$ cat src/rtl/bbram_pkg.sv
package bbram_pkg;

  typedef enum logic [1:0] {
    MODE_DESEL    = 2'd0,
    MODE_READ     = 2'd1,
    MODE_READ_HIZ = 2'd2,
    MODE_WRITE    = 2'd3
  } portMode_t;

  typedef struct packed {
    logic latchAddr;  // window opens: capture address
    logic commit;     // window closes cleanly: store data in
    logic driveBus;   // read with outputs enabled
  } strobes_t;

endpackage

$ cat src/rtl/bbram_ctrl.sv
module bbram_ctrl
  import bbram_pkg::*;
#(
  parameter int REC_CYCLES = 2
) (
  input  logic      clk,
  input  logic      rstN,
  input  logic      chipSelN,
  input  logic      outEnN,
  input  logic      writeEnN,
  input  logic      powerFail,
  input  logic      addrMoved,
  output strobes_t  strobes,
  output portMode_t mode,
  output logic      recoveryViol,
  output logic      addrViol
);

  localparam int REC_W = (REC_CYCLES < 1) ? 1 : $clog2(REC_CYCLES + 1);

  logic             winOpen;
  logic [REC_W-1:0] recCnt;
  logic             writeActive;

  assign writeActive = !powerFail && !chipSelN && !writeEnN;

  always_comb begin
    if (powerFail || chipSelN) mode = MODE_DESEL;
    else if (!writeEnN)        mode = MODE_WRITE;
    else if (!outEnN)          mode = MODE_READ;
    else                       mode = MODE_READ_HIZ;
  end

  always_comb begin
    strobes.latchAddr = writeActive && !winOpen;
    strobes.commit    = winOpen && !powerFail && (chipSelN || writeEnN);
    strobes.driveBus  = (mode == MODE_READ);
  end

  always_ff @(posedge clk) begin
    if (!rstN) begin
      winOpen      <= 1'b0;
      recCnt       <= '0;
      recoveryViol <= 1'b0;
      addrViol     <= 1'b0;
    end else begin
      winOpen      <= writeActive;
      addrViol     <= winOpen && writeActive && addrMoved;
      recoveryViol <= 1'b0;
      if (powerFail) begin
        recCnt <= '0;
      end else if (strobes.commit) begin
        recCnt <= REC_W'(REC_CYCLES);
      end else if (recCnt != '0) begin
        if (chipSelN && writeEnN) begin
          recCnt <= recCnt - 1'b1;
        end else begin
          recCnt       <= '0;
          recoveryViol <= 1'b1;
        end
      end
    end
  end

endmodule

$ cat src/rtl/bbram_datapath.sv
module bbram_datapath
  import bbram_pkg::*;
#(
  parameter int ADDR_W = 8,
  parameter int DATA_W = 8
) (
  input  logic              clk,
  input  logic [ADDR_W-1:0] addr,
  input  logic [DATA_W-1:0] dqIn,
  input  strobes_t          strobes,
  output logic [DATA_W-1:0] dqOut,
  output logic              dqOe,
  output logic              addrMoved
);

  localparam int DEPTH = 1 << ADDR_W;

  logic [DATA_W-1:0] memArray [DEPTH];
  logic [ADDR_W-1:0] winAddr;
  logic [ADDR_W-1:0] lastAddr;

  always_ff @(posedge clk) begin
    lastAddr <= addr;
    if (strobes.latchAddr) winAddr <= addr;
    if (strobes.commit) memArray[winAddr] <= dqIn;
  end

  assign addrMoved = (addr != lastAddr);
  assign dqOe      = strobes.driveBus;
  assign dqOut     = strobes.driveBus ? memArray[addr] : '0;

endmodule

$ cat src/rtl/bbram_port.sv
module bbram_port
  import bbram_pkg::*;
#(
  parameter int ADDR_W     = 8,
  parameter int REC_CYCLES = 2
) (
  input  logic              clk,
  input  logic              rstN,
  input  logic              chipSelN,
  input  logic              outEnN,
  input  logic              writeEnN,
  input  logic              powerFail,
  input  logic [ADDR_W-1:0] addr,
  input  logic [7:0]        dqIn,
  output logic [7:0]        dqOut,
  output logic              dqOe,
  output logic [1:0]        mode,
  output logic              recoveryViol,
  output logic              addrViol
);

  strobes_t  strobes;
  portMode_t modeInt;
  logic      addrMoved;

  bbram_ctrl #(.REC_CYCLES(REC_CYCLES)) u_ctrl (
    .clk(clk), .rstN(rstN), .chipSelN(chipSelN), .outEnN(outEnN),
    .writeEnN(writeEnN), .powerFail(powerFail), .addrMoved(addrMoved),
    .strobes(strobes), .mode(modeInt), .recoveryViol(recoveryViol),
    .addrViol(addrViol)
  );

  bbram_datapath #(.ADDR_W(ADDR_W), .DATA_W(8)) u_dp (
    .clk(clk), .addr(addr), .dqIn(dqIn), .strobes(strobes),
    .dqOut(dqOut), .dqOe(dqOe), .addrMoved(addrMoved)
  );

  assign mode = modeInt;

endmodule

$ cat config.mk
export PLATFORM = sky130hd
export DESIGN_NAME = bbram_port
export DESIGN_NICKNAME = d
export VERILOG_FILES = /design/src/rtl/bbram_pkg.sv /design/src/rtl/bbram_ctrl.sv /design/src/rtl/bbram_datapath.sv /design/src/rtl/bbram_port.sv
export SDC_FILE = /design/constraint.sdc
export NUM_CORES = 2
export LEC_CHECK = 0
export BUFFER_PORTS_ARGS = -buffer_cell sky130_fd_sc_hd__buf_2
export CAP_MARGIN = 20
export CORE_AREA = 2 2 428 324
export CTS_CLUSTER_SIZE = 20
export DETAILED_ROUTE_END_ITERATION = 8
export DIE_AREA = 0 0 430 326
export PLACE_DENSITY = 0.77
export SYNTH_ARGS = -nofsm -noshare
export SYNTH_HDL_FRONTEND = slang
export SYNTH_SLANG_ARGS = --single-unit
$ cat constraint.sdc
create_clock -name clk -period 4.1 [get_ports clk]
set_input_delay 0 -clock clk [delete_from_list [all_inputs] [get_ports clk]]
set_output_delay 0 -clock clk [all_outputs]
set_load 0.02 [all_outputs]
==> summary.txt <==
Outcome
  • Status: finished, violations left
  • Failing checks: negative setup slack

STA
  • Final Hold Fails: 0
  • Hold slack: 64.5 ps
  • Final Critical Period: 4110 ps
  • Final clock skew: 41.2 ps
  • Slew headroom: 20.4%
  • Final WS setup: -8.11 ps
  • Final worst path period share: 100%
  • RSZ-0062 raised after global routing: no
  • Endpoints failing setup: 1
  • Max-slew violations: 0
  • Worst slew pin tran: 1190 ps
  • Fmax: 243 MHz
  • Final setup TNS: -8.11 ps

Floorplanning
  • Initial core utilization: 59.3%
  • Die area: 0.140 sq mm
  • I/O pin total: 35
  • Die width: 430 um
  • Row cnt: 118
  • Die Y: 326 um
  • Core Footprint: 0.137 sq mm

Detailed routing
  • Drt pass-1 iters: 8
  • Initial drt markers: 7621
  • WL/cell: 34.4 um
  • Post-route DRC: 0
  • Vias: 42800
  • Final ANT Viol Nets: 0
  • Vias per Instance: 6.98
  • Detailed Route WL: 211000 um

Critical path
  • Crit Path Max Fanout: 37
  • Worst EP required: 4100 ps
  • CP Class: input port to output pin
  • CP arrival: 4110 ps
  • Critical Path, Cell by Cell: dlygate4sd3_1 -> buf_6 -> inv_6 -> buf_12 -> buf_4 -> nor2_1 -> a22oi_1 -> nand3_1 -> nand4_1 -> nor4_1 -> a41o_1 -> buf_2
  • Crit-path max cell delay: 570 ps
  • Critical Path Source Type: input port
  • CP Capture Type: output pin
  • Slowest library cell on the worst path: dlygate4sd3_1

Placement
  • DP Worst Slack: 454 ps
  • Final HPWL DP: 128000 um
  • Port Buf Inserts: 34
  • Final RePlAce weighted congestion: 0.922

Global routing
  • First-pass GRT wire length: 302000 um
  • Initial antenna violation count: 7
  • Total global routing overflow: 0
  • Total GRT Usage: 30.2%
  • Largest net degree at the start of global routing: 145
  • Vias in the first global route: 41400

Synth
  • Post-synthesis cell type count: 76
  • Number of enable flip-flop cells after synthesis: 2056
  • Mapped Area: 0.0810 sq mm
  • Cell count after synthesis: 3947
  • Synth Area per Inst: 20.5 sq um
  • Top cells by area, synth: edfxtp_1 76%, mux4_2 11%, mux2i_1 3.3%
  • Seq/Total Area, Yosys: 76.5%
  • Commonest register cell after synthesis: edfxtp_1
  • Synthesized flop and latch total: 2069
  • Async S/R FF share, synth: 0%
  • Yosys top cell area share: 76.2%
  • Cell taking the most area after synthesis: edfxtp_1
  • Syn_nets: 3970
  • YS warnings: 0

Final layout
  • Most common cell after layout, fill and taps aside: edfxtp_1
  • Layout cell share with drive strength beyond 1: 21.0%
  • Layout Nets: 4200
  • P&R area growth vs syn: 11.1%
  • Post-layout util: 65.9%
  • Diode count: 0
  • Most frequent cells in the layout: 2056 x edfxtp_1, 381 x mux4_2, 336 x nor2_1, 269 x mux2i_1, 187 x clkbuf_16

Pwr
  • Maximum vdd drop: 440 uV
  • Pwr Density: 467 mW/mm^2
  • P_leak: 0.0286 uW

Clock network
  • H-tree Lvls: 4
  • Post-CTS sizing: 0
  • Cts hold-fix bufs: 26
  • CTS tree: built
  • # Post-CTS Setup Buffers: 0
  • CTS sink count: 2069
  • CTS clk-pin slew, worst paths: 70 ps
  • Clock Latency Late Sink: 840 ps
  • Num CTS Buffers: 184
  • Clock Path Buffers: 3
  • Root Driver: clkbuf_16

Job
  • Max Cap Viol: 0

Min path
  • Hold/Removal Path Class: input port to flip-flop
==> cell families after synthesis <==
logic type / Yosys count / synth area share (%)
xor+xnor: 8 / 0.0865
compound gates: 391 / 3.36
buf+inv: 243 / 2.05
simple gates: 540 / 2.83
mux: 694 / 15.1
flops: 2069 / 76.5
fa+ha+maj: 2 / 0.0278
==> registers in the layout, indices dropped and copies added (netlist names) <==
| name | cells |
|---|---|
| u_dp.memArray | 2048 |
| u_dp.lastAddr | 8 |
| u_dp.winAddr | 8 |
| u_ctrl.recCnt | 2 |
| u_ctrl.addrViol | 1 |
| u_ctrl.recoveryViol | 1 |
| u_ctrl.winOpen | 1 |
==> worst max-delay path, delay by kind of cell <==
family	cells	cell delay (ps)
AO/OA/AOI/OAI	2	620
buffers and inverters	6	2030
AND/OR/NAND/NOR	4	1400
==> through the flow <==
step / instance area [sq um] / instances / power, uW
final: 90000 / 6122 / 42100
after CTS: 90000 / 6121 / 42100
after global placement: 84000 / 5763 / 25800
after global routing: 90000 / 6122 / 42900
after detailed placement: 84000 / 5764 / 25800
after floorplan: 81000 / 3947 / 24800
==> power by group <==
part	switching (uW)	internal [uW]	total [uW]
combinational	1420	737	2160
sequential	5.99	23200	23300
clock	7620	9020	16600
total	9050	33000	42100
==> synth_stat cells (all sizes together), types with 4 or more instances <==
| library cell | number |
|---|---|
| edfxtp | 2056 |
| nor2 | 336 |
| nand4 | 6 |
| nor4 | 14 |
| inv | 4 |
| and3 | 6 |
| and2 | 9 |
| mux4 | 414 |
| o311ai | 8 |
| o221ai | 84 |
| nand3 | 28 |
| a21oi | 57 |
| o21a | 8 |
| a32o | 4 |
| o21ai | 58 |
| nor3 | 27 |
| nor2b | 14 |
| a22oi | 13 |
| clkbuf | 84 |
| a21o | 4 |
| a221oi | 10 |
| a31oi | 26 |
| o22ai | 76 |
| xor2 | 8 |
| nand2b | 8 |
| mux2i | 269 |
| buf | 154 |
| a2111oi | 9 |
| dfxtp | 13 |
| nand2 | 79 |
| mux2 | 11 |
==> layer usage <==
metal	track usage [%]	part of all wire [%]
met5	0	0.050
met4	10.1	3.6
met3	8.66	15
met2	43.1	44
met1	45.4	38
==> worst paths after layout <==
check	start	endpoint	slack [ps]	depth (start not counted)
worst max-delay path	addr[4]	dqOut[1]	-8	12
worst min-delay path	addr[7]	u_dp.winAddr[7]$_DFFE_PP_	60	2
worst max register to register	u_ctrl.winOpen$_SDFF_PN0_	u_dp.memArray[33][0]$_DFFE_PP_	520	5
worst min register to register	u_ctrl.recCnt[1]$_SDFFE_PP0P_	u_ctrl.recCnt[1]$_SDFFE_PP0P_	640	2
==> layout make-up <==
type	count	area (sq um)
clock buffers	231	4840
clock inverters	100	841
fillers	8472	46600
inverters	5	23.8
multi-input cells	1635	17400
flip-flops and latches	2069	62000
well taps	1800	2250
repair buffers	282	2640
No activity file was read; power rests on OpenSTA's default activity.
